[src/rtl/status_read_pkg.sv]
package status_read_pkg;
   typedef enum logic {
      OP_PROGRAM = 1'b0,
      OP_ERASE   = 1'b1
   } op_kind_e;

   // Value the poll bit shows while busy: inverse of the final cell value.
   function automatic logic poll_value(op_kind_e kind, logic final_bit);
      return (kind == OP_ERASE) ? 1'b0 : ~final_bit;
   endfunction
endpackage

[src/rtl/status_toggle.sv]
module status_toggle #(
   parameter bit RST_VAL = 1'b0
) (
   input  logic clk,
   input  logic rst_n,
   input  logic adv_i,
   output logic state_o
);
   always_ff @(posedge clk or negedge rst_n) begin
      if (!rst_n)
         state_o <= RST_VAL;
      else if (adv_i)
         state_o <= ~state_o;
   end
endmodule

[src/rtl/status_compose.sv]
module status_compose
   import status_read_pkg::*;
#(
   parameter int DATA_W   = 8,
   parameter int POLL_BIT = 7,
   parameter int TGL_BIT  = 6,
   parameter bit FILL_VAL = 1'b0
) (
   input  logic              busy_i,
   input  logic              erase_i,
   input  logic [DATA_W-1:0] prog_byte_i,
   input  logic [DATA_W-1:0] array_i,
   input  logic              tgl_i,
   output logic [DATA_W-1:0] data_o
);
   op_kind_e kind;
   logic     poll;

   assign kind = erase_i ? OP_ERASE : OP_PROGRAM;
   assign poll = poll_value(kind, prog_byte_i[POLL_BIT]);

   for (genvar i = 0; i < DATA_W; i++) begin : g_bit
      if (i == POLL_BIT) begin : g_poll
         assign data_o[i] = busy_i ? poll : array_i[i];
      end else if (i == TGL_BIT) begin : g_tgl
         assign data_o[i] = busy_i ? tgl_i : array_i[i];
      end else begin : g_fill
         assign data_o[i] = busy_i ? FILL_VAL : array_i[i];
      end
   end
endmodule

[src/rtl/status_read_top.sv]
module status_read_top #(
   parameter int DATA_W   = 8,
   parameter int POLL_BIT = 7,
   parameter int TGL_BIT  = 6,
   parameter bit TGL_RST  = 1'b0
) (
   input  logic              clk,
   input  logic              rst_n,
   input  logic              busy_i,
   input  logic              erase_i,
   input  logic [DATA_W-1:0] prog_byte_i,
   input  logic              rd_strobe_i,
   input  logic [DATA_W-1:0] array_data_i,
   output logic [DATA_W-1:0] rd_data_o
);
   if (DATA_W < 2) begin : g_bad_width
      $error("status_read_top: DATA_W must be at least 2");
   end
   if (POLL_BIT < 0 || POLL_BIT >= DATA_W || TGL_BIT < 0 || TGL_BIT >= DATA_W) begin : g_bad_pos
      $error("status_read_top: status bit position out of range");
   end
   if (POLL_BIT == TGL_BIT) begin : g_bad_overlap
      $error("status_read_top: poll and toggle bits must differ");
   end

   logic tgl_adv;
   logic tgl_q;

   assign tgl_adv = busy_i & rd_strobe_i;

   status_toggle #(.RST_VAL(TGL_RST)) toggle_i (
      .clk     (clk),
      .rst_n   (rst_n),
      .adv_i   (tgl_adv),
      .state_o (tgl_q)
   );

   status_compose #(
      .DATA_W   (DATA_W),
      .POLL_BIT (POLL_BIT),
      .TGL_BIT  (TGL_BIT),
      .FILL_VAL (1'b0)
   ) compose_i (
      .busy_i      (busy_i),
      .erase_i     (erase_i),
      .prog_byte_i (prog_byte_i),
      .array_i     (array_data_i),
      .tgl_i       (tgl_q),
      .data_o      (rd_data_o)
   );
endmodule

[config.mk]
export PLATFORM = sky130hd
export DESIGN_NAME = status_read_top
export DESIGN_NICKNAME = d
export VERILOG_FILES = /design/src/rtl/status_read_pkg.sv /design/src/rtl/status_toggle.sv /design/src/rtl/status_compose.sv /design/src/rtl/status_read_top.sv
export SDC_FILE = /design/constraint.sdc
export NUM_CORES = 1
export LEC_CHECK = 0
export BUFFER_PORTS_ARGS = -buffer_cell sky130_fd_sc_hd__buf_4
export CORE_AREA = 2 2 39 41
export CTS_CLUSTER_DIAMETER = 150
export DETAILED_ROUTE_END_ITERATION = 8
export DIE_AREA = 0 0 41 43
export GPL_ROUTABILITY_DRIVEN = 0
export PLACE_DENSITY = 0.47
export SYNTH_ARGS = -nofsm -noshare
export SYNTH_HDL_FRONTEND = slang
export SYNTH_SLANG_ARGS = --single-unit
[constraint.sdc]
create_clock -name clk -period 0.8 [get_ports clk]
set_clock_uncertainty 0.1 [all_clocks]
set_input_delay 0.16 -clock clk [delete_from_list [all_inputs] [get_ports clk]]
set_output_delay 0.16 -clock clk [all_outputs]
set_load 0.01 [all_outputs]
==> metrics.cfg, run 1 <==
[run_status]
run_status = finished with violations
violated_checks = negative setup slack

[clock_network]
clk_pin_slew_ns = 0
worst_skew_pair_later_pin_latency_ns = 0

[grt]
gr-usage-met2 = 0.0625
global_route.overflow_total = 0
grt.busiest_layer = met1
wire_length_of_the_first_global_routing_pass_um = 717
first_global_vias = 170
grt.met1_usage = 0.102
gr-usage-all-layers = 0.0561
grt_max_degree = 6
grt_util_met3 = 0.0209
grt_antenna_before_repair = 0

[synthesis]
synth-edff-count = 0
synthTopCellsByCount = 5 x sky130_fd_sc_hd__nor2b_1, 2 x sky130_fd_sc_hd__mux2_4
synth-seq-area-share = 0.206
synthMostInstantiatedCell = sky130_fd_sc_hd__nor2b_1
netlist_instances = 13
synthTopCellsByArea = sky130_fd_sc_hd__nor2b_1 26%, sky130_fd_sc_hd__mux2_4 25%, sky130_fd_sc_hd__dfrtp_1 21%
syn-num-nets = 34
syn_avg_cell_area_um2 = 9.34
postSynth.topFlopCell = sky130_fd_sc_hd__dfrtp_1
ys_types = 8
synth_async_sr_flop_share = 1.00
ys_seq_elements = 1
synth.cell_area_um2 = 121
yosysTopAreaCellShare = 0.258
yosysTopAreaCell = sky130_fd_sc_hd__nor2b_1
synth-warning-count = 0

[cells_and_area]
synthToLayoutAreaGrowth_pct = 186
largest_register_ffs = 1
max_flop_register = toggle_i.state_o
layout.nets = 59
layout_top_registers = toggle_i.state_o: 1 flops
antenna_cells_inserted = 0
layout-drive-gt1-share = 0.750
final_cell_count_no_fill = 52

[timing]
timing_worst_slew_pin_value_ns = 0.148
unrepaired_setup_endpoints_after_global_routing = true
fin_crit_ns = 0.994
setup_total_negative_slack_ns = -0.850
timing.max_slew.rel_slack = 0.901
worst_hold_slack_ns = 0.383
finalSetupViolCount = 9
fin_crit_sh = 1.24
finalHoldViolCount = 0
max_freq_ghz = 1.01
finalWorstSetupSlack_ns = -0.194
final-max-slew-violation-count = 0

[place]
place_ws_ns = -0.211
place.detailed.hpwl_um = 485
port_buffers = 21
numPlacedInstances = 51

[floorplan]
die_w_um = 41
die_outline_height_um = 43
pin_count = 29
die-area_mm2 = 0.00176
initial_core_util = 0.0877
core_mm2 = 0.00138
std_cell_rows = 14

[critical_path]
critical_path.slowest_cell = sky130_fd_sc_hd__dfrtp_1
critical_path.endpoint_type = output port
timing.critical_path.buf_inv = 1
startpoint_type = flip-flop
cp.arrival_ns = 0.73
max_stage_delay_ns = 0.35
critPathKind = reg -> out
crit_path_cell_trace = mux2_4 > buf_6
critPathTopFamily = flip-flops
critical_path.max_fanout = 2
worstPathRequired_ns = 0.54

[power_and_ir_drop]
report.power.total_uw = 395
vdd_drop_max_mv = 0.292
leakage_power_nw = 0.185
power_per_cell_area_mw_per_mm2 = 1140

[flow_run]
maxCapViolations = 0

[detailed_routing]
post_detailed_route_wirelength_per_cell_um = 9.90
detail_route.iter0.violations = 2
routed-via-count = 182
routed_via_density = 3.50
drtPass1Iterations = 2
remaining_drc_errors = 0
postRouteAntennaNets = 0
finalWirelength_um = 515

[min_path]
timing.hold.worst.class = in -> reg

## cell usage in the layout (no fill, tap or decap)
master,n
sky130_fd_sc_hd__xnor2_2,1
sky130_fd_sc_hd__buf_8,1
sky130_fd_sc_hd__and2b_1,1
sky130_fd_sc_hd__mux2_4,2
sky130_fd_sc_hd__buf_4,19
sky130_fd_sc_hd__nand2_1,1
sky130_fd_sc_hd__nor2b_1,4
sky130_fd_sc_hd__nor2b_4,1
sky130_fd_sc_hd__dlygate4sd3_1,1
sky130_fd_sc_hd__dfrtp_1,1
sky130_fd_sc_hd__buf_6,3
sky130_fd_sc_hd__nor2_1,1
## final timing paths
| check | from | to | slack [ns] | cells past startpoint |
|---|---|---|---|---|
| worst max-delay path | toggle_i.state_o$_DFFE_PN0P_ | rd_data_o[6] | -0.19 | 2 |
| worst min-delay path | rd_strobe_i | toggle_i.state_o$_DFFE_PN0P_ | 0.38 | 3 |
| worst max register to register | toggle_i.state_o$_DFFE_PN0P_ | toggle_i.state_o$_DFFE_PN0P_ | -0.03 | 2 |
| worst min register to register | toggle_i.state_o$_DFFE_PN0P_ | toggle_i.state_o$_DFFE_PN0P_ | 0.44 | 2 |
| max in group asynchronous | rst_n | toggle_i.state_o$_DFFE_PN0P_ | 0.13 | 2 |
| min in group asynchronous | rst_n | toggle_i.state_o$_DFFE_PN0P_ | 0.39 | 2 |
## report_power, final
group          leakage, nW  internal, mW  total (mW)  switching (mW)
logic                0.173         0.209       0.305          0.0962
clock network            0             0           0               0
registers           0.0117        0.0777      0.0900          0.0123
total                0.185         0.286       0.395           0.108
## logic make-up after synthesis
family,share of synthesized area
xor+xnor,0.0722
simple gates,0.381
flops,0.206
mux,0.247
buf+inv,0.0928
## worst register-to-register path, stage by stage (launching register included)
cell,delay [ns]
sky130_fd_sc_hd__dfrtp_1,0.35
sky130_fd_sc_hd__buf_4,0.14
sky130_fd_sc_hd__xnor2_2,0.12
## timing repair
action | CTS | global route
gates resized for setup | 6 | 2
endpoints found under the hold margin | 1 | 0
pin swaps | 1 | 0
buffers inserted | 1 | 0
hold buffers | 1 | 0
setup endpoints to repair | 9 | 9
## metrics by stage
step	util	area [um2]
after floorplan	-	125
final	0.250	347
after CTS	0.244	338
after global placement	0.219	303
after detailed placement	0.219	303
after global routing	0.250	347
## per-layer routing
metal,wire [um],up-vias
li1,-,86
met1,278,74
met2,109,22
met3,127,0
met4,0,0
met5,0,-
## layout make-up
type	count	area (um2)
repair buffers	24	201
flip-flops and latches	1	25.0
fillers	145	1040
multi-input cells	11	100
well taps	16	20.0
No activity file was read; power rests on OpenSTA's default activity.
==> run 2, diff against run 1 <==
--- a/config.mk
+++ b/config.mk
@@ -5,13 +5,14 @@
 export SDC_FILE = /design/constraint.sdc
 export NUM_CORES = 1
 export LEC_CHECK = 0
+export ABC_AREA = 1
 export BUFFER_PORTS_ARGS = -buffer_cell sky130_fd_sc_hd__buf_4
 export CORE_AREA = 2 2 39 41
 export CTS_CLUSTER_DIAMETER = 150
 export DETAILED_ROUTE_END_ITERATION = 8
 export DIE_AREA = 0 0 41 43
 export GPL_ROUTABILITY_DRIVEN = 0
-export PLACE_DENSITY = 0.47
+export PLACE_DENSITY = 0.48
 export SYNTH_ARGS = -nofsm -noshare
 export SYNTH_HDL_FRONTEND = slang
 export SYNTH_SLANG_ARGS = --single-unit
==> metrics.cfg, run 2 <==
[run_status]
run_status = finished with violations
violated_checks = negative setup slack

[detailed_routing]
drtPass1Iterations = 1  ; -1
postRouteAntennaNets = 0  ; unchanged
routed-via-count = 219  ; +20%
detail_route.iter0.violations = 0  ; -2
post_detailed_route_wirelength_per_cell_um = 6.72  ; -32%
routed_via_density = 3.42  ; -2.2%
remaining_drc_errors = 0  ; unchanged
finalWirelength_um = 430  ; -17%

[cells_and_area]
largest_register_ffs = 1  ; unchanged
synthToLayoutAreaGrowth_pct = 168
max_flop_register = toggle_i.state_o
layout-drive-gt1-share = 0.625  ; -0.125
layout.core_utilization = 0.257  ; +0.00633
layout_commonest_cell = sky130_fd_sc_hd__buf_4
final_cell_count_no_fill = 64  ; +23%
stdcell_area_um2 = 355  ; +2.5%
antenna_cells_inserted = 0  ; unchanged
layout_top_registers = toggle_i.state_o: 1 flops
commonest_cells_after_routing_fill_and_taps_aside = 18 x sky130_fd_sc_hd__buf_4, 7 x sky130_fd_sc_hd__nand2_1, 6 x sky130_fd_sc_hd__inv_1
nFillCells = 163  ; +12%
layout.nets = 71  ; +20%

[critical_path]
critical_path.reg2reg.endpoint = toggle_i.state_o$_DFFE_PN0P_
critical_path.slowest_cell = sky130_fd_sc_hd__dfrtp_1
reg2reg_from = toggle_i.state_o$_DFFE_PN0P_
r2r_setup_slack_ns = 0.10  ; +0.13 ns
critical_path.endpoint_type = output port
worstPathRequired_ns = 0.54  ; about the same
cp.arrival_ns = 0.60  ; -0.13 ns
critPathKind = reg -> out
max_stage_delay_ns = 0.36  ; about the same
r2r_cells = 3  ; +1
startpoint_type = flip-flop
critical_path.max_fanout = 2  ; unchanged
crit_path_cell_trace = inv_2 > o21ai_2 > buf_4

[min_path]
timing.hold.worst.class = in -> reg
hold_end = toggle_i.state_o$_DFFE_PN0P_
worstHoldStart = rd_strobe_i
worst_hold_path.num_cells = 3  ; unchanged

[power_and_ir_drop]
leakage_power_nw = 0.210  ; +14%
power_per_cell_area_mw_per_mm2 = 704  ; -38%
vdd_drop_max_mv = 0.293  ; +0.24%
cellInternalPower_uw = 173  ; -40%
pwr-share-comb = 0.731  ; -0.041
switching_share = 0.309  ; +0.0346
clock_power_share = 0  ; unchanged
report.power.total_uw = 250  ; -37%
switching_power_uw = 77.4  ; -29%
power_frac_seq = 0.269  ; +0.041

[timing]
timing.max_slew.rel_slack = 0.946  ; +0.0449
fin_crit_sh = 1.08  ; -0.164
max_freq_ghz = 1.16  ; +15%
worst_hold_slack_ns = 0.303  ; -0.0805 ns
fin_crit_ns = 0.862  ; -0.132 ns
finalHoldViolCount = 0  ; unchanged
timing_worst_slew_pin_value_ns = 0.0809  ; -0.0674 ns
final-max-slew-violation-count = 0  ; unchanged
unrepaired_setup_endpoints_after_global_routing = true
setup_total_negative_slack_ns = -0.0759  ; +0.774 ns
finalWorstSetupSlack_ns = -0.0620  ; +0.132 ns
finalSetupViolCount = 2  ; -7

[synthesis]
synth-warning-count = 0  ; unchanged
yosys.area_share.xor_xnor = 0  ; -0.0722
yosysTopAreaCell = sky130_fd_sc_hd__inv_1
synthTopCellsByCount = 7 x sky130_fd_sc_hd__inv_1, 7 x sky130_fd_sc_hd__nand2_1, 7 x sky130_fd_sc_hd__nor2_1
syn-num-nets = 47  ; +38%
netlist_instances = 26  ; +13
ys_seq_elements = 1  ; unchanged
synth-seq-area-share = 0.189  ; -0.0175
postSynth.topFlopCell = sky130_fd_sc_hd__dfrtp_1
yosysTopAreaCellShare = 0.198  ; -0.0596
syn_avg_cell_area_um2 = 5.10  ; -45%
ys_types = 8  ; unchanged
post_synth_mux_area_share = 0  ; -0.247
synth_async_sr_flop_share = 1.00  ; unchanged
combinational_family_with_the_most_area_after_synthesis = simple AND/OR/NAND/NOR gates
yosys.area_share.adder = 0  ; unchanged
synth-simple-area-share = 0.434  ; +0.0525
synth_compound_area_frac = 0.0660  ; +0.0660
synthTopCellsByArea = sky130_fd_sc_hd__inv_1 20%, sky130_fd_sc_hd__nand2_1 20%, sky130_fd_sc_hd__nor2_1 20%
synth-edff-count = 0  ; unchanged
synth.cell_area_um2 = 133  ; +9.3%

[floorplan]
initial_core_util = 0.0958  ; +0.00814
core_mm2 = 0.00138  ; unchanged
die-area_mm2 = 0.00176  ; unchanged
die_w_um = 41  ; unchanged
std_cell_rows = 14  ; unchanged
pin_count = 29  ; unchanged
die_outline_height_um = 43  ; unchanged

[place]
numPlacedInstances = 63  ; +24%
port_buffers = 21  ; unchanged
place_ws_ns = -0.0796  ; +0.131 ns
dpl_cell_area_um2 = 307  ; +1.2%
place.detailed.hpwl_um = 344  ; -29%

[grt]
first_global_vias = 169  ; -0.59%
grt_antenna_before_repair = 0  ; unchanged
grt_max_degree = 10  ; +4
wire_length_of_the_first_global_routing_pass_um = 558  ; -22%
global_route.overflow_total = 0  ; unchanged
gr-usage-all-layers = 0.0410  ; -0.0151

[flow_run]
maxCapViolations = 0  ; unchanged

[clock_network]
clk_pin_slew_ns = 0  ; unchanged
worst_skew_pair_later_pin_latency_ns = 0  ; unchanged

[run 2: how the worst max path moves through the flow]
| stage | startpoint | end | slack, ns | cells after the start |
|---|---|---|---|---|
| 2_1_floorplan | toggle_i.state_o$_DFFE_PN0P_ | rd_data_o[6] | 0.02 | 2 |
| 3_3_place_gp | busy_i | rd_data_o[6] | -0.08 | 5 |
| 3_5_place_dp | toggle_i.state_o$_DFFE_PN0P_ | rd_data_o[6] | -0.08 | 3 |
| 4_1_cts | toggle_i.state_o$_DFFE_PN0P_ | rd_data_o[6] | -0.07 | 3 |
| 5_1_grt | toggle_i.state_o$_DFFE_PN0P_ | rd_data_o[6] | -0.11 | 3 |
| 6_report | toggle_i.state_o$_DFFE_PN0P_ | rd_data_o[6] | -0.06 | 3 |
[run 2: what timing repair did]
| action | in CTS | in global routing |
|---|---|---|
| endpoints found under the setup margin | 4 | 7 |
| gates resized for setup | 6 | 7 |
| endpoints found under the hold margin | 1 | 0 |
| hold buffers | 1 | 0 |
| buffers inserted | 0 | 0 |
| pin swaps | 2 | 1 |
[run 2: routing by layer]
metal | routed length [um] | GRT usage | up-vias
met4 | 0 | 0 | 0
met1 | 131 | 0.0382 | 93
met2 | 224 | 0.0875 | 11
li1 | - | - | 115
met5 | 0 | 0 | -
met3 | 75 | 0.00524 | 0
[run 2: power groups by stage]
stage / Clock, mW / Combinational, mW / Sequential [mW]
floorplan: 0 / 0.0675 / 0.0650
global placement: 0 / 0.157 / 0.0655
detailed placement: 0 / 0.159 / 0.0658
CTS: 0 / 0.173 / 0.0676
global route: 0 / 0.203 / 0.0692
finish: 0 / 0.183 / 0.0674
[run 2: cells by family after synthesis]
logic type             Yosys count
AOI/OAI and AO/OA                1
buffers and inverters            9
DFF                              1
and+or+nand+nor                 15
[run 2: worst max-delay path: cells and delay by family (launching register included)]
kind                   cells  cell delay, ns
AOI/OAI and AO/OA          1            0.04
buffers and inverters      2            0.19
DFF                        1            0.36
[run 2: area by class of cell]
type / instances / area, um2 / share of cell area
multi-input cells: 16 / 78.8 / 0.222
repair buffers: 23 / 199 / 0.560
flip-flops and latches: 1 / 25.0 / 0.0704
well taps: 16 / 20.0 / 0.0563
inverters: 8 / 32.5 / 0.0915
==> run 3, diff against run 2 <==
--- a/config.mk
+++ b/config.mk
@@ -12,7 +12,7 @@
 export DETAILED_ROUTE_END_ITERATION = 8
 export DIE_AREA = 0 0 41 43
 export GPL_ROUTABILITY_DRIVEN = 0
-export PLACE_DENSITY = 0.48
+export PLACE_DENSITY = 0.47
 export SYNTH_ARGS = -nofsm -noshare
 export SYNTH_HDL_FRONTEND = slang
 export SYNTH_SLANG_ARGS = --single-unit
==> constraint.sdc (replaced) <==
create_clock -name clk -period 1 [get_ports clk]
set_clock_uncertainty 0.1 [all_clocks]
set_input_delay 0.2 -clock clk [delete_from_list [all_inputs] [get_ports clk]]
set_output_delay 0.2 -clock clk [all_outputs]
set_load 0.01 [all_outputs]
==> metrics.cfg, run 3 (synthesized netlist as in run 2, its figures left out) <==
[floorplan]
die_outline_height_um = 43  ; unchanged
core_mm2 = 0.00138  ; unchanged
die_w_um = 41  ; unchanged
initial_core_util = 0.0958  ; unchanged
die-area_mm2 = 0.00176  ; unchanged
std_cell_rows = 14  ; unchanged
pin_count = 29  ; unchanged

[timing]
finalHoldViolCount = 0  ; unchanged
final-max-slew-violation-count = 0  ; unchanged
unrepaired_setup_endpoints_after_global_routing = false
fin_crit_sh = 0.913
worst_hold_slack_ns = 0.345  ; +0.0425 ns
setup_total_negative_slack_ns = 0  ; +0.0759 ns
timing.max_slew.rel_slack = 0.941  ; -0.00502
finalSetupViolCount = 0  ; -2
max_freq_ghz = 1.10
timing_worst_slew_pin_value_ns = 0.0888  ; +0.00783 ns
fin_crit_ns = 0.913

[critical_path]
max_stage_delay_ns = 0.35  ; about the same
critical_path_source = toggle_i.state_o$_DFFE_PN0P_
critical_path.slowest_cell = sky130_fd_sc_hd__dfrtp_1
critPathTopFamily = flip-flops
crit_path_cell_trace = inv_1 > o21ai_2 > buf_4
reg2reg_from = toggle_i.state_o$_DFFE_PN0P_
cp.depth = 3  ; unchanged
crit_path_end = rd_data_o[6]
worstPathRequired_ns = 0.70  ; +0.16 ns
critPathKind = reg -> out
r2r_cells = 3  ; unchanged
cp.arrival_ns = 0.61  ; about the same
critical_path.max_fanout = 2  ; unchanged
r2r_setup_slack_ns = 0.28  ; +0.18 ns
critical_path.endpoint_type = output port
critical_path.reg2reg.endpoint = toggle_i.state_o$_DFFE_PN0P_
startpoint_type = flip-flop
timing.critical_path.buf_inv = 2  ; unchanged

[grt]
wire_length_of_the_first_global_routing_pass_um = 558  ; unchanged
grt_max_degree = 11  ; +1
grt_antenna_before_repair = 0  ; unchanged
global_route.overflow_total = 0  ; unchanged
first_global_vias = 160  ; -5.3%
gr-usage-all-layers = 0.0410  ; unchanged

[cells_and_area]
antenna_cells_inserted = 0  ; unchanged
commonest_cells_after_routing_fill_and_taps_aside = 20 x sky130_fd_sc_hd__buf_4, 7 x sky130_fd_sc_hd__nor2_1, 7 x sky130_fd_sc_hd__nand2_1, 7 x sky130_fd_sc_hd__inv_1
layout.core_utilization = 0.228  ; -0.0289
layout_top_registers = toggle_i.state_o: 1 flops
largest_register_ffs = 1  ; unchanged
synthToLayoutAreaGrowth_pct = 138
max_flop_register = toggle_i.state_o
layout-drive-gt1-share = 0.489  ; -0.136
layout.nets = 70  ; -1.4%
layout_commonest_cell = sky130_fd_sc_hd__buf_4
stdcell_area_um2 = 315  ; -11%

[power_and_ir_drop]
vdd_drop_max_mv = 0.224  ; -24%
power_per_cell_area_mw_per_mm2 = 572  ; -19%
leakage_power_nw = 0.200  ; -5.1%
report.power.total_uw = 180  ; -28%

[clock_network]
cts_setup_buffers = 0  ; unchanged
clk_pin_slew_ns = 0  ; unchanged
worst_skew_pair_later_pin_latency_ns = 0  ; unchanged

[place]
port_buffers = 21  ; unchanged
dpl_cell_area_um2 = 299  ; -2.4%
place.detailed.hpwl_um = 360  ; +4.6%

[detailed_routing]
finalWirelength_um = 404  ; -6.0%
postRouteAntennaNets = 0  ; unchanged
routed_via_density = 3.32  ; -3.1%
routed-via-count = 209  ; -4.6%
remaining_drc_errors = 0  ; unchanged
drtPass1Iterations = 3  ; +2
detail_route.iter0.violations = 5  ; +5
post_detailed_route_wirelength_per_cell_um = 6.41  ; -4.6%

[min_path]
worstHoldStart = rd_strobe_i
timing.hold.worst.class = in -> reg

[run_status]
run_status = finished clean

[flow_run]
maxCapViolations = 0  ; unchanged

-- run 3: what timing repair did --
action,CTS,global route
hold buffers,1,0
endpoints found under the setup margin,0,2
endpoints found under the hold margin,1,0
gates resized for setup,0,2
-- run 3: area by class of cell --
cell class / instances / area (um2)
Fill cell: 162 / 1070
Inverter: 8 / 32.5
Multi-Input combinational cell: 16 / 66.3
Sequential cell: 1 / 25.0
Tap cell: 16 / 20.0
Timing Repair Buffer: 22 / 171
-- run 3: power breakdown --
part	internal, mW	total, mW	switching, mW
Combinational	0.0758	0.128	0.0521
Sequential	0.0491	0.0525	0.00346
Clock	0	0	0
Total	0.125	0.180	0.0556
-- run 3: how the worst min path moves through the flow --
| stage | to | slack [ns] | cells after the start |
|---|---|---|---|
| 2_1_floorplan | toggle_i.state_o$_DFFE_PN0P_ | -0.20 | 0 |
| 3_3_place_gp | toggle_i.state_o$_DFFE_PN0P_ | -0.12 | 1 |
| 3_5_place_dp | toggle_i.state_o$_DFFE_PN0P_ | -0.12 | 1 |
| 4_1_cts | toggle_i.state_o$_DFFE_PN0P_ | 0.35 | 3 |
| 5_1_grt | toggle_i.state_o$_DFFE_PN0P_ | 0.38 | 3 |
| 6_report | toggle_i.state_o$_DFFE_PN0P_ | 0.35 | 3 |
-- run 3: worst min-delay path, stage by stage --
cell                      delay (ns)
sky130_fd_sc_hd__buf_4          0.08
sky130_fd_sc_hd__nand3_1        0.07
sky130_fd_sc_hd__nand2_1        0.06
-- run 3: through the flow --
stage          instances  setup slack, ns
2_1_floorplan         26            0.182
3_3_place_gp          62           0.0408
3_5_place_dp          62           0.0317
4_1_cts               63           0.0318
5_1_grt               63           0.0152
6_report              63           0.0872
-- run 3: per-layer routing --
metal / global-route usage / wire length, um / up-vias
met4: 0 / 0 / 0
met3: 0.0105 / 85 / 0
met5: 0 / 0 / -
met2: 0.0844 / 180 / 13
li1: - / - / 115
met1: 0.0382 / 138 / 81
